===== src/rtl/tbd_pkg.sv =====
package tbd_pkg;

  // Measurement-mode codes; bit 1 selects accelerated housekeeping
  typedef enum logic [1:0] {
    TBD_RUN      = 2'b00,
    TBD_INHIBIT  = 2'b01,
    TBD_FAST     = 2'b10,
    TBD_FAST_ALT = 2'b11
  } tbd_mode_e;

  function automatic logic mode_is_fast(tbd_mode_e m);
    return (m == TBD_FAST) || (m == TBD_FAST_ALT);
  endfunction

endpackage


===== src/rtl/tbd_rst_sync.sv =====
module tbd_rst_sync (
  input  logic clk,
  input  logic rst_n,
  output logic rst_sync_n
);

  logic meta_q;
  logic hold_q;

  always_ff @(posedge clk or negedge rst_n) begin
    if (!rst_n) begin
      meta_q <= 1'b0;
      hold_q <= 1'b0;
    end else begin
      meta_q <= 1'b1;
      hold_q <= meta_q;
    end
  end

  assign rst_sync_n = hold_q;

endmodule


===== src/rtl/tbd_mod_counter.sv =====
module tbd_mod_counter #(
  parameter int MODULUS = 4
) (
  input  logic                       clk,
  input  logic                       rst_n,
  input  logic                       en,
  output logic [$clog2(MODULUS)-1:0] q,
  output logic                       wrap
);

  localparam int W = $clog2(MODULUS);
  localparam bit IS_POW2 = ((MODULUS & (MODULUS - 1)) == 0);

  logic [W-1:0] cnt_q;
  logic [W-1:0] cnt_d;
  logic         at_last;

  assign at_last = (cnt_q == W'(MODULUS - 1));
  assign wrap    = en && at_last;
  assign q       = cnt_q;

  generate
    if (IS_POW2) begin : g_pow2
      // natural rollover of a binary counter
      always_comb begin
        cnt_d = cnt_q;
        if (en) cnt_d = cnt_q + W'(1);
      end
    end else begin : g_mod
      always_comb begin
        cnt_d = cnt_q;
        if (en) cnt_d = at_last ? '0 : cnt_q + W'(1);
      end

      // a stage never leaves its legal range, so no tick is skipped
      assert_cnt_bound_R4: assert property (@(posedge clk) disable iff (!rst_n)
        cnt_q <= W'(MODULUS - 1));
    end
  endgenerate

  always_ff @(posedge clk or negedge rst_n) begin
    if (!rst_n) cnt_q <= '0;
    else        cnt_q <= cnt_d;
  end

endmodule


===== src/rtl/tbd_swallow_ctl.sv =====
module tbd_swallow_ctl #(
  parameter int N_W = 7
) (
  input  logic           clk,
  input  logic           rst_n,
  input  logic           pulse_8k,
  input  logic           load,
  input  logic [N_W-1:0] load_val,
  output logic           adv_8k,
  output logic           busy
);

  logic [N_W-1:0] left_q;
  logic [N_W-1:0] left_d;

  assign busy   = (left_q != '0);
  assign adv_8k = pulse_8k && !busy;

  always_comb begin
    left_d = left_q;
    if (load)                  left_d = load_val;
    else if (pulse_8k && busy) left_d = left_q - N_W'(1);
  end

  always_ff @(posedge clk or negedge rst_n) begin
    if (!rst_n) left_q <= '0;
    else        left_q <= left_d;
  end

  // a reload only arrives once the previous deletion run is finished
  assert_load_idle_R2: assert property (@(posedge clk) disable iff (!rst_n)
    load |-> (left_q == '0));

  // each prescaler pulse taken while busy removes exactly one pulse
  assert_dec_one_R2: assert property (@(posedge clk) disable iff (!rst_n)
    (busy && pulse_8k) |=> (left_q == $past(left_q) - N_W'(1)));

endmodule


===== src/rtl/tbd_calib_divider.sv =====
module tbd_calib_divider #(
  parameter int PRE_DIV     = 4,
  parameter int SUB32_DIV   = 256,
  parameter int SUB8_DIV    = 4,
  parameter int SUB1_DIV    = 8,
  parameter int SEC_PER_MIN = 60,
  parameter int MIN_PER_HK  = 4,
  parameter int N_W         = 7
) (
  input  logic           clk_osc,
  input  logic           rst_n,
  input  logic [N_W-1:0] swallow_cnt,
  input  logic           period_2min,
  input  logic [1:0]     meas_mode,
  output logic           tick_1hz,
  output logic           tick_32hz,
  output logic           strobe_min,
  output logic           strobe_4min,
  output logic           test_out
);

  import tbd_pkg::*;

  localparam int W_PRE = $clog2(PRE_DIV);
  localparam int W_32  = $clog2(SUB32_DIV);
  localparam int W_8   = $clog2(SUB8_DIV);
  localparam int W_1   = $clog2(SUB1_DIV);
  localparam int W_SEC = $clog2(SEC_PER_MIN);
  localparam int W_HK  = $clog2(MIN_PER_HK);

  logic rst_sync_n;

  tbd_rst_sync u_rst (
    .clk        (clk_osc),
    .rst_n      (rst_n),
    .rst_sync_n (rst_sync_n)
  );

  // ---------------- chain ----------------
  logic             pre_wrap, adv_8k, swl_busy;
  logic             w32, w8, w1, wmin, whk, wpar;
  logic [W_32-1:0]  mid_q;
  logic [0:0]       par_q;
  logic [W_PRE-1:0] unused_pre_q;
  logic [W_8-1:0]   unused_q8;
  logic [W_1-1:0]   unused_q1;
  logic [W_SEC-1:0] unused_sec_q;
  logic [W_HK-1:0]  unused_hk_q;
  logic             unused_par_wrap;

  tbd_mod_counter #(.MODULUS(PRE_DIV)) u_pre (
    .clk (clk_osc), .rst_n (rst_sync_n), .en (1'b1),
    .q (unused_pre_q), .wrap (pre_wrap)
  );

  logic load_swl;

  tbd_swallow_ctl #(.N_W(N_W)) u_swl (
    .clk      (clk_osc),
    .rst_n    (rst_sync_n),
    .pulse_8k (pre_wrap),
    .load     (load_swl),
    .load_val (swallow_cnt),
    .adv_8k   (adv_8k),
    .busy     (swl_busy)
  );

  tbd_mod_counter #(.MODULUS(SUB32_DIV)) u_c32 (
    .clk (clk_osc), .rst_n (rst_sync_n), .en (adv_8k),
    .q (mid_q), .wrap (w32)
  );

  tbd_mod_counter #(.MODULUS(SUB8_DIV)) u_c8 (
    .clk (clk_osc), .rst_n (rst_sync_n), .en (w32),
    .q (unused_q8), .wrap (w8)
  );

  tbd_mod_counter #(.MODULUS(SUB1_DIV)) u_c1 (
    .clk (clk_osc), .rst_n (rst_sync_n), .en (w8),
    .q (unused_q1), .wrap (w1)
  );

  tbd_mod_counter #(.MODULUS(SEC_PER_MIN)) u_sec (
    .clk (clk_osc), .rst_n (rst_sync_n), .en (w1),
    .q (unused_sec_q), .wrap (wmin)
  );

  tbd_mod_counter #(.MODULUS(MIN_PER_HK)) u_hk (
    .clk (clk_osc), .rst_n (rst_sync_n), .en (wmin),
    .q (unused_hk_q), .wrap (whk)
  );

  // minute parity: odd minutes close a two-minute calibration period
  tbd_mod_counter #(.MODULUS(2)) u_par (
    .clk (clk_osc), .rst_n (rst_sync_n), .en (wmin),
    .q (par_q), .wrap (unused_par_wrap)
  );
  assign wpar = par_q[0];

  // ---------------- mode decode and reload ----------------
  tbd_mode_e mode_w;
  logic      inhibit_w, fast_w, cal_edge;

  assign mode_w    = tbd_mode_e'(meas_mode);
  assign inhibit_w = (mode_w == TBD_INHIBIT);
  assign fast_w    = mode_is_fast(mode_w);
  assign cal_edge  = wmin && (!period_2min || wpar);
  assign load_swl  = inhibit_w ? w32 : cal_edge;

  // ---------------- output registers ----------------
  logic tick1_d, tick32_d, smin_d, shk_d;

  always_comb begin
    tick1_d  = w1;
    tick32_d = w32;
    smin_d   = wmin;
    shk_d    = fast_w ? w1 : whk;
  end

  always_ff @(posedge clk_osc or negedge rst_sync_n) begin
    if (!rst_sync_n) begin
      tick_1hz    <= 1'b0;
      tick_32hz   <= 1'b0;
      strobe_min  <= 1'b0;
      strobe_4min <= 1'b0;
    end else begin
      tick_1hz    <= tick1_d;
      tick_32hz   <= tick32_d;
      strobe_min  <= smin_d;
      strobe_4min <= shk_d;
    end
  end

  assign test_out = mid_q[W_32-1];

  // ---------------- assertions ----------------
  // while pulses are being deleted the 32 Hz stage stands still
  assert_hold_swallow_R2: assert property (@(posedge clk_osc) disable iff (!rst_sync_n)
    swl_busy |=> $stable(mid_q));

  // the second tick is one cycle wide
  assert_tick_single_R4: assert property (@(posedge clk_osc) disable iff (!rst_sync_n)
    tick_1hz |=> !tick_1hz);

  // minute strobe always lands on a second tick
  assert_min_on_tick_R5: assert property (@(posedge clk_osc) disable iff (!rst_sync_n)
    strobe_min |-> tick_1hz);

  // housekeeping strobe always lands on a second tick
  assert_hk_on_tick_R6: assert property (@(posedge clk_osc) disable iff (!rst_sync_n)
    strobe_4min |-> tick_1hz);

  // outside accelerated mode the housekeeping strobe closes a minute
  assert_hk_on_min_R6: assert property (@(posedge clk_osc) disable iff (!rst_sync_n)
    (strobe_4min && !$past(meas_mode[1])) |-> strobe_min);

endmodule


===== config.mk =====
export PLATFORM = sky130hd
export DESIGN_NAME = tbd_calib_divider
export DESIGN_NICKNAME = d
export VERILOG_FILES = /design/src/rtl/tbd_pkg.sv /design/src/rtl/tbd_rst_sync.sv /design/src/rtl/tbd_mod_counter.sv /design/src/rtl/tbd_swallow_ctl.sv /design/src/rtl/tbd_calib_divider.sv
export SDC_FILE = /design/constraint.sdc
export NUM_CORES = 1
export LEC_CHECK = 0
export BUFFER_PORTS_ARGS = -buffer_cell sky130_fd_sc_hd__clkbuf_2
export CORE_MARGIN = 2
export CORE_UTILIZATION = 45
export CTS_BUF_LIST = sky130_fd_sc_hd__clkbuf_4
export DETAILED_ROUTE_END_ITERATION = 7
export GPL_TIMING_DRIVEN = 0
export MAX_ROUTING_LAYER = met4
export PLACE_DENSITY = 0.6
export SKIP_LAST_GASP = 1
export SLEW_MARGIN = 20
export SYNTH_ARGS = -nofsm -noshare
export SYNTH_HDL_FRONTEND = slang
export SYNTH_SLANG_ARGS = --single-unit

===== constraint.sdc =====
create_clock -name clk_osc -period 2.4 [get_ports clk_osc]
set_clock_uncertainty 0.1 [all_clocks]
set_input_delay 0.12 -clock clk_osc [delete_from_list [all_inputs] [get_ports clk_osc]]
set_output_delay 0.12 -clock clk_osc [all_outputs]
set_load 0.02 [all_outputs]

==> run metrics <==
count leader, synth dfrtp_1; Arrival @ worst endpoint 2330 ps; synthesized area 1778 sq um; drt drc 0; # Post-CTS Setup Buffers 0; DRT antenna net count 0; dominant cell type by area after synthesis dfrtp_1; ratio of total power to cell area 520.8 nW/um^2; Chip Height 66.86 um; Critical Path RT 2530 ps; vias in the first global route 1253; sequential power share 58.1%; CTS root buf clkbuf_4; CTS tree yes; fraction of layout cells with a size suffix above 1 19.23%; cell area after placement 1919 sq um; routed vias 1201; post-synth top area share 52.08%; worst-path maximum fanout 9; drt first-iter violations 38; cts hold-fix bufs 10; Reg2Reg Setup Slack 200 ps; outcome finished, final reports clean; P&R area growth vs syn 18.30%; worst r2r dst u_sec.q[1]; clock transition at the registers of the reported paths 120 ps; drt total wl 3.218 mm; Starting Density 47.85%; wire per inst 13.99 um; Comb pwr share 2.3%; Hold Fails Final Rpt 0; grt total ovfl 0; Netlist cell types 40; area of the die 4470 sq um; Switch Pwr 0.2318 mW; fin crit period 2200 ps; initial antenna violation count 0; DP HPWL 2.286 mm; GRT Total Usage 17.34%; syn nets 169; setup TNS 0 ps; share of the yosys chip area belonging to registers 52.08%; Synth Warn # 0; largest net degree at the start of global routing 36; Worst Max-Slew Pin Slew 743.1 ps; level count of the clock H-tree 2; Clock Sinks 37; Min Hold Slack 231.3 ps; # Max-Cap Violations 0; fmax 454.6 MHz; Clk pwr share 39.6%; Critical Path Sink u_sec.q[1]; Synth Instances 148; Worst Setup SP u_pre.q[0]; share of synthesized flip-flops with an asynchronous set or reset 100.0%; fill cell total of the finished layout 339; Post-synth top flop dfrtp_1; first-pass GRT wire length 5.595 mm; relative slew slack 50.46%; Pins Over Slew Limit 0; GP Congestion 0.8189; clock latency on the worst-skew pair 330 ps; placed cell count 212; Die W 66.86 um; Post-CTS Resized 0; number of flops mapped to enable cells by yosys 0; Core Box Area 3716 sq um; Finished Layout Cells 230; endpoint type of the worst setup path flip-flop; top cells by area, synth dfrtp_1 52%, ha_1 6.3%, mux2_1 4.4%; leakage power 1.071 nW; Clock Tree Buf Depth 2; Cell Rows 22; I/O pin count 17; WS Path Type reg2reg; Internal 0.8635 mW; multi-input logic area 798.3 sq um; TritonCTS Buffers 5; Sw Share 21.16%; fin area 2103 sq um; vias per cell 5.222; FF+latch count, synth 37; RSZ-0062 raised after global routing false; Final nets 202; syn_area_per_cell 12.01 sq um; CP startpoint kind flip-flop; drt first pass iters 4; FF-to-FF path depth 6; commonest cells in the netlist 37 x dfrtp_1, 12 x inv_1, 9 x ha_1, 9 x nand2_1, 9 x xnor2_1; Final period util 91.65%; port bufs 16; sequential cell area 927.1 sq um; count of endpoints failing setup in the final report 0; Antenna Cells 0; FF-to-FF Start u_pre.q[0]; worst vdd ir 0.0003241 V; worst hold path type reg2async
-- how the worst min path moves through the flow --
stage	cells past startpoint	from	slack [ps]	end
floorplan	0	rst_n	-280	u_rst.meta_q
global placement	1	rst_n	-190	u_rst.meta_q
global route	0	u_rst.meta_q	280	u_rst.rst_sync_n
detailed placement	1	rst_n	-190	u_rst.meta_q
CTS	4	period_2min	250	u_swl.left_q[5]
finish	0	u_rst.rst_sync_n	230	u_sec.q[2]
-- cell usage in the layout, fill, tap and decap left out, drive strengths merged, types with 7 or more instances in the layout --
master,count
nand2,9
inv,12
dfrtp,37
xnor2,9
clkbuf,22
nor2,7
mux2,8
dlygate4sd3,10
ha,9
nand4,8
-- per-stage QoR --
stage               power [mW]  setup WS [ps]  utilization, %
finish                   1.095          200.4           56.60
global route             1.146          23.17           56.60
CTS                      1.112          172.0           56.60
detailed placement      0.6618          186.1           51.65
global placement        0.6606          238.6           51.62
floorplan               0.6484          359.7               -
-- layer usage --
layer | share of wire [%] | global-route usage, % | vias up
met5 | 0 | - | -
met4 | 0.90 | 5.357 | 0
met3 | 3.2 | 4.561 | 2
met2 | 50 | 29.38 | 18
met1 | 46 | 20.22 | 592
li1 | - | - | 589
-- power groups by stage --
stage          combinational, mW  sequential, mW  clock [mW]
2_1_floorplan            0.00287           0.645           0
3_3_place_gp              0.0122           0.648           0
3_5_place_dp              0.0128           0.649           0
4_1_cts                   0.0255           0.637       0.450
5_1_grt                   0.0281           0.639       0.479
6_report                  0.0256           0.636       0.434
-- cell families (layout without fill, tap and decap cells) --
kind of cell / count (synthesis) / count (layout) / share of synthesized area (%)
flops: 37 / 37 / 52.08
xor+xnor: 14 / 14 / 6.897
mux: 11 / 11 / 6.756
buf+inv: 14 / 48 / 3.025
compound gates: 20 / 20 / 8.445
fa+ha+maj: 9 / 9 / 6.334
other cells: 1 / 1 / 0.2109
simple gates: 42 / 42 / 16.26
-- area by class of cell --
cell class / instances / area share [%]
inverters: 13 / 2.380
multi-input cells: 97 / 37.95
flip-flops and latches: 37 / 44.08
clock inverters: 3 / 2.201
plain buffers: 1 / 0.1785
well taps: 48 / 2.855
clock buffers: 5 / 1.785
repair buffers: 26 / 8.566
-- registers in the layout, summed over array words and instances, names as in the netlist --
name	flops
u_c32.q	8
u_swl.left_q	7
u_sec.q	6
u_c1.q	3
u_c8.q	2
u_hk.q	2
u_pre.q	2
strobe_4min	1
strobe_min	1
tick_1hz	1
tick_32hz	1
u_par.q	1
u_rst.meta_q	1
u_rst.rst_sync_n	1
-- critical path, cell delays in order, from the launching register on --
cell	delay (ps)
dfrtp_1	380
ha_1	200
nor3b_2	460
nand4_4	240
clkinv_2	200
nand3_2	160
mux2_1	350
(Power assumes the default switching activity.)
